## config.mk

```make
export PLATFORM = sky130hd
export DESIGN_NAME = dl_tx_arbiter
export DESIGN_NICKNAME = d
export VERILOG_FILES = /design/src/rtl/dl_tx_pkg.sv /design/src/rtl/dl_rep_ctr.sv /design/src/rtl/dl_cw_ctrl.sv /design/src/rtl/dl_tx_arbiter.sv
export SDC_FILE = /design/constraint.sdc
export NUM_CORES = 1
export LEC_CHECK = 0
export BUFFER_PORTS_ARGS = -buffer_cell sky130_fd_sc_hd__buf_2
export CORE_MARGIN = 4
export CORE_UTILIZATION = 25
export CTS_CLUSTER_DIAMETER = 60
export CTS_CLUSTER_SIZE = 24
export DETAILED_ROUTE_END_ITERATION = 12
export PLACE_DENSITY = 0.51
export SETUP_SLACK_MARGIN = 0.02
export SLEW_MARGIN = 0
export SYNTH_ARGS = -nofsm -noshare
export SYNTH_HDL_FRONTEND = slang
export SYNTH_SLANG_ARGS = --single-unit
```

## constraint.sdc

```tcl
create_clock -name clk -period 1.9 [get_ports clk]
set_input_delay 0.285 -clock clk [delete_from_list [all_inputs] [get_ports clk]]
set_output_delay 0.285 -clock clk [all_outputs]
set_load 0.005 [all_outputs]
```

## src/rtl/dl_tx_pkg.sv

```systemverilog
package dl_tx_pkg;

    typedef enum logic [2:0] {
        ST_IDLE,
        ST_OPEN,
        ST_MSG,
        ST_CLOSE,
        ST_CW
    } dl_state_t;

    typedef enum logic [1:0] {
        RPT_ONCE       = 2'd0,
        RPT_TEN        = 2'd1,
        RPT_TWENTYFIVE = 2'd2,
        RPT_FOREVER    = 2'd3
    } rpt_mode_t;

    localparam logic [7:0] FLAG_BYTE = 8'h7E;

endpackage

```

## src/rtl/dl_rep_ctr.sv

```systemverilog
module dl_rep_ctr #(
    parameter int CNT_W = 5
) (
    input  logic             clk,
    input  logic             rst_n,
    input  logic             clr,
    input  logic             inc,
    output logic [CNT_W-1:0] count
);

    always_ff @(posedge clk) begin
        if (!rst_n || clr) begin
            count <= '0;
        end else if (inc) begin
            count <= count + 1'b1;
        end
    end

endmodule

```

## src/rtl/dl_cw_ctrl.sv

```systemverilog
module dl_cw_ctrl
    import dl_tx_pkg::*;
#(
    parameter int CODE_W = 6,
    parameter int REP_A  = 10,
    parameter int REP_B  = 25,
    localparam int WORD_W = CODE_W + 10,
    localparam int CNT_W  = $clog2((REP_A > REP_B ? REP_A : REP_B) + 1)
) (
    input  logic              clk,
    input  logic              rst_n,
    input  logic              start,
    input  logic              stop,
    input  logic [1:0]        mode,
    input  logic [CODE_W-1:0] code,
    input  logic              word_end,
    output logic              active,
    output logic              last,
    output logic              done,
    output logic [WORD_W-1:0] cw_vec
);

    logic [CODE_W-1:0] code_q;
    rpt_mode_t         mode_q;
    logic              stop_q;
    logic [CNT_W-1:0]  count;
    logic [CNT_W-1:0]  limit;
    logic              accept;

    assign accept = start && !active;

    dl_rep_ctr #(.CNT_W(CNT_W)) u_rep (
        .clk   (clk),
        .rst_n (rst_n),
        .clr   (accept),
        .inc   (word_end && mode_q != RPT_FOREVER),
        .count (count)
    );

    always_ff @(posedge clk) begin
        if (!rst_n) begin
            active <= 1'b0;
            stop_q <= 1'b0;
            done   <= 1'b0;
            code_q <= '0;
            mode_q <= RPT_ONCE;
        end else begin
            done <= 1'b0;
            if (accept) begin
                active <= 1'b1;
                stop_q <= 1'b0;
                code_q <= code;
                mode_q <= rpt_mode_t'(mode);
            end else if (active) begin
                if (word_end && last) begin
                    active <= 1'b0;
                    stop_q <= 1'b0;
                    done   <= 1'b1;
                end else if (stop) begin
                    stop_q <= 1'b1;
                end
            end
        end
    end

    always_comb begin
        unique case (mode_q)
            RPT_ONCE:       limit = CNT_W'(1);
            RPT_TEN:        limit = CNT_W'(REP_A);
            RPT_TWENTYFIVE: limit = CNT_W'(REP_B);
            default:        limit = '0;
        endcase
    end

    assign last = stop_q || stop ||
                  (mode_q != RPT_FOREVER && count == limit - 1'b1);

    genvar gi;
    generate
        for (gi = 0; gi < 8; gi++) begin : g_ones
            assign cw_vec[gi] = 1'b1;
        end
        for (gi = 0; gi < CODE_W; gi++) begin : g_code
            assign cw_vec[9 + gi] = code_q[gi];
        end
    endgenerate
    assign cw_vec[8]        = 1'b0;
    assign cw_vec[WORD_W-1] = 1'b0;

endmodule

```

## src/rtl/dl_tx_arbiter.sv

```systemverilog
module dl_tx_arbiter
    import dl_tx_pkg::*;
#(
    parameter int CODE_W     = 6,
    parameter int OPEN_FLAGS = 27,
    parameter int REP_A      = 10,
    parameter int REP_B      = 25
) (
    input  logic              clk,
    input  logic              rst_n,
    input  logic              bit_en,
    input  logic              msg_valid,
    input  logic              msg_bit,
    output logic              msg_take,
    input  logic [CODE_W-1:0] cw_code,
    input  logic [1:0]        cw_mode,
    input  logic              cw_start,
    input  logic              cw_stop,
    output logic              dl_bit,
    output logic              cw_done
);

    localparam int WORD_W = CODE_W + 10;
    localparam int IDX_W  = $clog2(WORD_W);
    localparam int BYTE_W = $clog2(OPEN_FLAGS + 1);
    localparam logic [IDX_W-1:0]  LAST_FLAG_BIT = IDX_W'(7);
    localparam logic [IDX_W-1:0]  LAST_WORD_BIT = IDX_W'(WORD_W - 1);
    localparam logic [BYTE_W-1:0] LAST_OPEN     = BYTE_W'(OPEN_FLAGS - 1);

    dl_state_t          state, state_n;
    logic [IDX_W-1:0]   bit_idx, bit_idx_n;
    logic [BYTE_W-1:0]  byte_cnt, byte_cnt_n;
    logic               word_end;
    logic               cw_active;
    logic               cw_last;
    logic [WORD_W-1:0]  cw_vec;

    dl_cw_ctrl #(
        .CODE_W (CODE_W),
        .REP_A  (REP_A),
        .REP_B  (REP_B)
    ) u_cw (
        .clk      (clk),
        .rst_n    (rst_n),
        .start    (cw_start),
        .stop     (cw_stop),
        .mode     (cw_mode),
        .code     (cw_code),
        .word_end (word_end),
        .active   (cw_active),
        .last     (cw_last),
        .done     (cw_done),
        .cw_vec   (cw_vec)
    );

    // State register
    always_ff @(posedge clk) begin
        if (!rst_n) begin
            state    <= ST_IDLE;
            bit_idx  <= '0;
            byte_cnt <= '0;
        end else begin
            state    <= state_n;
            bit_idx  <= bit_idx_n;
            byte_cnt <= byte_cnt_n;
        end
    end

    // Next state, advanced only on a bit strobe
    always_comb begin
        state_n    = state;
        bit_idx_n  = bit_idx;
        byte_cnt_n = byte_cnt;
        word_end   = 1'b0;
        if (bit_en) begin
            unique case (state)
                ST_IDLE: begin
                    if (bit_idx == LAST_FLAG_BIT) begin
                        bit_idx_n = '0;
                        if (msg_valid) begin
                            state_n    = ST_OPEN;
                            byte_cnt_n = '0;
                        end else if (cw_active) begin
                            state_n = ST_CW;
                        end
                    end else begin
                        bit_idx_n = bit_idx + 1'b1;
                    end
                end
                ST_OPEN: begin
                    if (bit_idx == LAST_FLAG_BIT) begin
                        bit_idx_n = '0;
                        if (byte_cnt == LAST_OPEN) begin
                            state_n = ST_MSG;
                        end else begin
                            byte_cnt_n = byte_cnt + 1'b1;
                        end
                    end else begin
                        bit_idx_n = bit_idx + 1'b1;
                    end
                end
                ST_MSG: begin
                    if (!msg_valid) begin
                        state_n   = ST_CLOSE;
                        bit_idx_n = IDX_W'(1);
                    end
                end
                ST_CLOSE: begin
                    if (bit_idx == LAST_FLAG_BIT) begin
                        bit_idx_n = '0;
                        state_n   = ST_IDLE;
                    end else begin
                        bit_idx_n = bit_idx + 1'b1;
                    end
                end
                ST_CW: begin
                    if (bit_idx == LAST_WORD_BIT) begin
                        bit_idx_n = '0;
                        word_end  = 1'b1;
                        if (cw_last) begin
                            state_n = ST_IDLE;
                        end else if (msg_valid) begin
                            state_n    = ST_OPEN;
                            byte_cnt_n = '0;
                        end
                    end else begin
                        bit_idx_n = bit_idx + 1'b1;
                    end
                end
                default: begin
                    state_n   = ST_IDLE;
                    bit_idx_n = '0;
                end
            endcase
        end
    end

    // Outputs
    always_comb begin
        msg_take = 1'b0;
        unique case (state)
            ST_MSG: begin
                msg_take = msg_valid;
                dl_bit   = msg_valid ? msg_bit : FLAG_BYTE[0];
            end
            ST_CW:   dl_bit = cw_vec[bit_idx];
            default: dl_bit = FLAG_BYTE[bit_idx[2:0]];
        endcase
    end

endmodule

```

**Word level (Yosys, flattened, before mapping)**

Memory sizes are Yosys's and may differ from the RTL's. A register that Yosys moved wholly into a read port is not among the register bits.
Cells that the tools add are included.

- Bits in registers: 28
- Bits in read-only memories: 8
- Input bits: 15
- Output and inout port bits: 3
- Logic and storage cells: 99
- Memories: 1

- Add/subtract/negate cells: 4
- $lt $le $gt $ge: 2
- Eq/ne operators: 21
- Muxes and demuxes: 40
- Bitwise operators: 2
- Reduce and logical (&&, ||, !) cells: 20

Memories:

| name | words | width | read ports | clocked after Yosys merged registers in | write ports | line | text |
|---|---|---|---|---|---|---|---|
| (name not given) | 8 | 1 | 1 | 1 | 0 | dl_tx_arbiter.sv:147 | `default: dl_bit = FLAG_BYTE[bit_idx[2:0]];` |

Operators by type and width:

| cell | number |
|---|---|
| 2-to-1 mux 3 bit | 12 |
| 2-to-1 mux 5 bit | 6 |
| case mux 5 bit (3 select lines) | 2 |
| inequality test 2 bit (second input constant) | 9 |
| case mux 3 bit (5 select lines) | 1 |
| 2-to-1 mux 1 bit | 13 |
| 2-to-1 mux 4 bit | 3 |
| case mux 4 bit (3 select lines) | 1 |
| adder 5 x 1 -> 5 bit (second input constant) | 2 |
| AND reduction 9 bit | 1 |
| AND reduction 7 bit | 1 |
| equality test 3 x 2 -> 1 bit (second input constant) | 2 |
| inequality test 3 x 2 -> 1 bit (second input constant) | 2 |
| OR reduction 3 bit | 2 |
| equality test 5 bit | 1 |
| equality test 5 bit (second input constant) | 1 |
| less-than comparator 4 x 5 -> 1 bit (second input constant) | 1 |
| subtractor 5 x 1 -> 5 bit (second input constant) | 1 |
| adder 4 x 1 -> 4 bit (second input constant) | 1 |
| binary-select mux 1 bit (select 4 bit) | 1 |
| equality test 4 x 3 -> 1 bit (second input constant) | 1 |
| equality test 4 bit (second input constant) | 1 |
| logical AND 1 bit | 4 |
| less-than comparator 3 x 4 -> 1 bit (second input constant) | 1 |
| 14 further kinds | 19 |

**Longest topological paths before layout**

- Depth in word-level cells: 10
- Gate-level depth with buffers: 7
- Mapped depth without buffers: 7

**Hierarchy**

A second synthesis with hierarchy kept.

- Cell total of the unflattened synthesis: 209
- Area, all modules: 1886.8 sq um

Modules (own cells, without submodules):

| module | times used | cells each | area an instance (sq um) | seq. area each (sq um) |
|---|---|---|---|---|
| dl_tx_arbiter | 1 | 118 | 1094.8 | 260.2 |
| dl_cw_ctrl | 1 | 68 | 553.0 | 220.2 |
| dl_rep_ctr | 1 | 23 | 239.0 | 100.1 |

**Worst setup path after synthesis**

Ideal clock, no wire load.

- Path type: register to register
- Start point: register bit_idx[1]
- End point: register state[2]
- Setup time: 67 ps
- Arrival: 1703 ps
- Data required time: 1833 ps
- Path slack: 130 ps
- Stages on the path, launching flop included: 6
- Path buffers: 0
- Period minus slack after synthesis: 1770 ps
- Cell sequence: dfxtp_1 > ha_1 > a31oi_2 > or4b_4 > a211o_1 > a21oi_2

- Word-level cells in the longest chain between the ends: 3
- Elaborated cells on any way between the ends: 7
- Those cells by class: eq/ne (6); reduce/logical (1)

Ends and longest elaborated chain:

| element | line | text |
|---|---|---|
| from (decl) | dl_tx_arbiter.sv:31 | `logic [IDX_W-1:0] bit_idx, bit_idx_n;` |
| from (signal assigned) | dl_tx_arbiter.sv:64 | `bit_idx <= bit_idx_n;` |
| equality test 4 bit or equality test 4 x 3 -> 1 bit (tied branches) | -- |  |
| inequality test 2 bit (no source line) | -- |  |
| AND reduction 9 bit (no source line) * | -- |  |
| to (signal assigned) | dl_tx_arbiter.sv:63 | `state <= state_n;` |
| to (decl) | dl_tx_arbiter.sv:30 | `dl_state_t state, state_n;` |

Mark *: on every way between the ends. The rest lies on a longest branch, timed or not.
A chain may end at the register's enable or synchronous reset.

**Worst setup path in the final report**

- Start point: register bit_idx[0]
- End point: output port dl_bit

- Word-level cells in the longest chain between the ends: 3

Ends and longest elaborated chain:

| element | line | text |
|---|---|---|
| binary-select mux 1 bit (select 4 bit) | dl_tx_arbiter.sv:146 | `ST_CW: dl_bit = cw_vec[bit_idx];` |
| 2-to-1 mux 1 bit (implied by the code) | dl_tx_arbiter.sv:146 |  |
| case mux 1 bit (2 select lines) | dl_tx_arbiter.sv:141 | `unique case (state)` |
| to (decl) | dl_tx_arbiter.sv:19 | `output logic dl_bit,` |

No other way between the ends. The select of a mux whose other input is x is not followed.

==> summary.md <==
| Metric | Value |
|---|---|
| Outcome | `finished, final reports clean` |
| Category of cells accounting for the largest share of critical-path delay | `multiplexers` |
| Clock Latency Late Sink | `approximately 280 ps` |
| Cell types occupying the most area after synthesis | `dfxtp_1 34%, nand2_1 6.7%, nor2_1 4.0%, a21oi_1 3.8%, ha_1 3.0%` |
| Fraction of registers with async set or reset after synthesis | `0` |
| Top layer used by detailed routing | `met4` |
| FF-to-FF setup slack | `roughly 130 ps` |
| Number of buffers inserted during clock tree synthesis | `5` |
| Wire length on met3 | `~140 um` |
| Total DRC errors in the routed layout | `0` |
| Worst Path Required | `between 1500 and 2000 ps` |
| Leading register cell type out of synthesis | `dfxtp_1` |
| Netlist cell types | `57` |
| Total number of H-tree levels | `2` |
| Drt total wl | `between 3000 and 4000 um` |
| Critical Path Max Stage Delay | `between 400 and 500 ps` |
| Clock tree sinks | `29` |
| Initial antenna violation count | `0` |
| Highest clock rate | `between 0.5 and 0.6 GHz` |
| First-pass GRT wire length | `6930 um` |
| Net count after synthesis | `~220` |
| Placeable core area | `~6500 um2` |
| CP bufs+invs | `2` |
| Number of flops mapped to enable cells by yosys | `0` |
| Routability Congestion | `0.801` |
| Accumulated negative setup slack | `0 ps` |
| Stages on worst setup path | `6` |
| Largest fanout on the critical path | `4` |
| Post-DP HPWL | `approximately 3000 um` |
| Number of cells traversed by the worst hold path | `3` |
| Pwr per Cell Area | `just under 700 nW/um2` |
| Buffers added on ports | `17` |
| Number of failing hold endpoints at the final stage | `0` |
| Iteration count of the initial detailed-routing pass | `4` |
| Vias in the first global route | `1488` |
| Ratio of final minimum period to clock period | `0.987` |
| VDD IR-drop max | `approximately 370 uV` |
| Fraction of final layout cells with drive strength greater than 1 | `0.268` |
| Initial DRC Count | `67` |
| Cells traversed along the worst timing path | `buf_4, mux4_2, nand2_1, nand2_1, nand2_1, buf_2` |
| Cells after Synth | `199` |
| Top cell type by total area after synthesis | `dfxtp_1` |
| Final core utilization | `0.328` |
| Number of nets with antenna violations after routing | `0` |
| P&R area growth vs syn | `25.3%` |
| Number of nets in the finished design | `253` |
| Start point of the worst hold path | `cw_code[2]` |
| Overall routing resource usage | `0.102` |
| Max-slew violation count | `0` |
| Clock buffer depth | `2` |
| Avg Synthesized Cell Area | `between 8 and 9 um2` |
| Data arrival at the endpoint of the critical path | `between 1500 and 2000 ps` |
| Top cell type's share of synthesized area | `0.343` |
| Tightest Hold Check Type | `in -> reg` |
| Total routed wire length on the met1 layer | `between 1500 and 2000 um` |
| Worst-case headroom to the max-slew limit | `0.674` |
| Critical path start-end classification | `reg -> out` |
| Die outline width | `90.2 um` |
| Metal2 WL | `1830 um` |
| Post-synthesis sequential element count | `29` |
| TritonCTS clock tree | `built` |
| Clock-pin slew of the registers on the worst-case setup and hold paths | `roughly 60 ps` |
| Average wire per standard cell | `between 10 and 15 um` |
| Worst reg-to-reg path cell count | `5` |
| Number of max-cap violations | `0` |
| Netlist area before placement | `between 1500 and 2000 um2` |
| Cell mode on critical path | `nand2_1` |
| Endpoint of the worst-slack reg-to-reg timing path | `state[2]` |
| Vertical die dimension | `90.2 um` |
| Final critical-path required period | `1880 ps` |
| Transition time of the tightest slew-check pin | `a little under 500 ps` |
| Startpoint of the worst register-to-register path | `state[2]` |
| RSZ-0062 raised after global routing | `true` |
| Number of diodes added for antenna fixing | `0` |
| Largest clock skew in the final design | `4.58 ps` |
| Kind of start point of the critical path | `flip-flop` |
| Effective utilization at floorplan | `0.262` |
| Pin count of the biggest net entering global routing | `16` |
| Endpoint type of the worst setup path | `output pin` |
| I/O pins | `18` |
| Area of the die | `just over 8000 um2` |
| CTS root buffer | `clkbuf_8` |
| DR vias | `roughly 1500` |
| Critical Path Start | `bit_idx[0]` |
| Site row count | `29` |
| End point of the worst hold path | `u_cw.code_q[2]` |
| Count of endpoints failing setup in the final report | `0` |
| Per-cell via count in the routed design | `between 4 and 5` |
| Register area share after synthesis | `0.343` |
| Cell at the slowest stage of the critical path | `mux4_2` |
| Leak pwr | `a little over 0.0008 uW` |
| Total congestion overflow after global routing | `0` |
| Synth warnings | `0` |
## repair_timing
| action | 4_1_cts | 5_1_grt |
|---|---|---|
| gates cloned | 0 | 0 |
| endpoints found under the setup margin | 1 | 11 |
| setup buffers | 3 | 0 |
| pin swaps | 3 | 2 |
| hold buffers | 0 | 0 |
| gates resized for setup | 4 | 7 |
## tightest hold or removal path: cells and delay by family
family / cells / cell delay, ps
AO/OA/AOI/OAI: 1 / 50
buffers and inverters: 1 / 90
AND/OR/NAND/NOR: 1 / 40
## metrics by stage
stage               instances  area, um2  setup slack (ps)  hold slack [ps]  power [uW]
floorplan                 199       1690               130              421         736
global placement          301       1940              64.5              447         791
detailed placement        301       1940              49.8              452         791
CTS                       312       2080              21.7              231        1470
global route              312       2120             -38.1              237        1540
finish                    312       2120              24.6              239        1450
## cells by family after synthesis
logic type      share of synthesized area
xor+xnor                           0.0259
compound gates                      0.206
simple gates                        0.299
flops                               0.343
fa+ha+maj                          0.0296
mux                                0.0526
buf+inv                            0.0437
## state kept, by name, summed over array words and instances (netlist names), named ones only
register and count:
byte_cnt 5, u_cw.done 1, bit_idx 4, u_cw.u_rep.count 5
u_cw.active 1, u_cw.mode_q 2, state 3, u_cw.stop_q 1
u_cw.code_q 6
## per-layer routing
| layer | track usage | vias up |
|---|---|---|
| met5 | 0 | - |
| met4 | 0.0383 | 0 |
| met3 | 0.0225 | 6 |
| met2 | 0.174 | 25 |
| met1 | 0.125 | 685 |
| li1 | - | 794 |
## cell type report
class | instances | area (um2)
clock buffers | 7 | 86.3
well taps | 77 | 96.3
multi-input cells | 157 | 1070
inverters | 5 | 18.8
fillers | 694 | 4340
flip-flops and latches | 29 | 588
clock inverters | 1 | 30.0
repair buffers | 36 | 231
## placed cells by master, fill, tap and decap left out, drive strengths merged, types with 5 or more instances in the layout
cell type and count:
nand2b 5, o21ai 9, nand4 6, inv 5, a31oi 5, clkbuf 7
a21oi 14, nand2 31, buf 36, dfxtp 29, nor2 18
## Yosys cell counts (all sizes together), types with 4 or more instances
cell type  number
buf             6
nand2          31
o21ai           9
a21oi          14
a31oi           5
inv             5
and2            4
and3            4
mux2i           4
nand2b          5
ha              4
dfxtp          29
o211ai          4
nor2           18
nand4           6
## report_power, final
| part | internal (uW) | switching, uW | total (uW) | leakage [uW] |
|---|---|---|---|---|
| combinational | 72.1 | 77.4 | 150 | 0.000517 |
| clock | 427 | 236 | 664 | 0.0000585 |
| sequential | 627 | 13.6 | 641 | 0.000238 |
| total | 1130 | 327 | 1450 | 0.000814 |
## worst max path at each step
| stage | endpoint |
|---|---|
| 2_1_floorplan | state[2] |
| 3_3_place_gp | flip-flop |
| 3_5_place_dp | byte_cnt[4] |
| 4_1_cts | dl_bit |
| 5_1_grt | dl_bit |
| 6_report | dl_bit |
No activity file was read; power rests on OpenSTA's default activity.
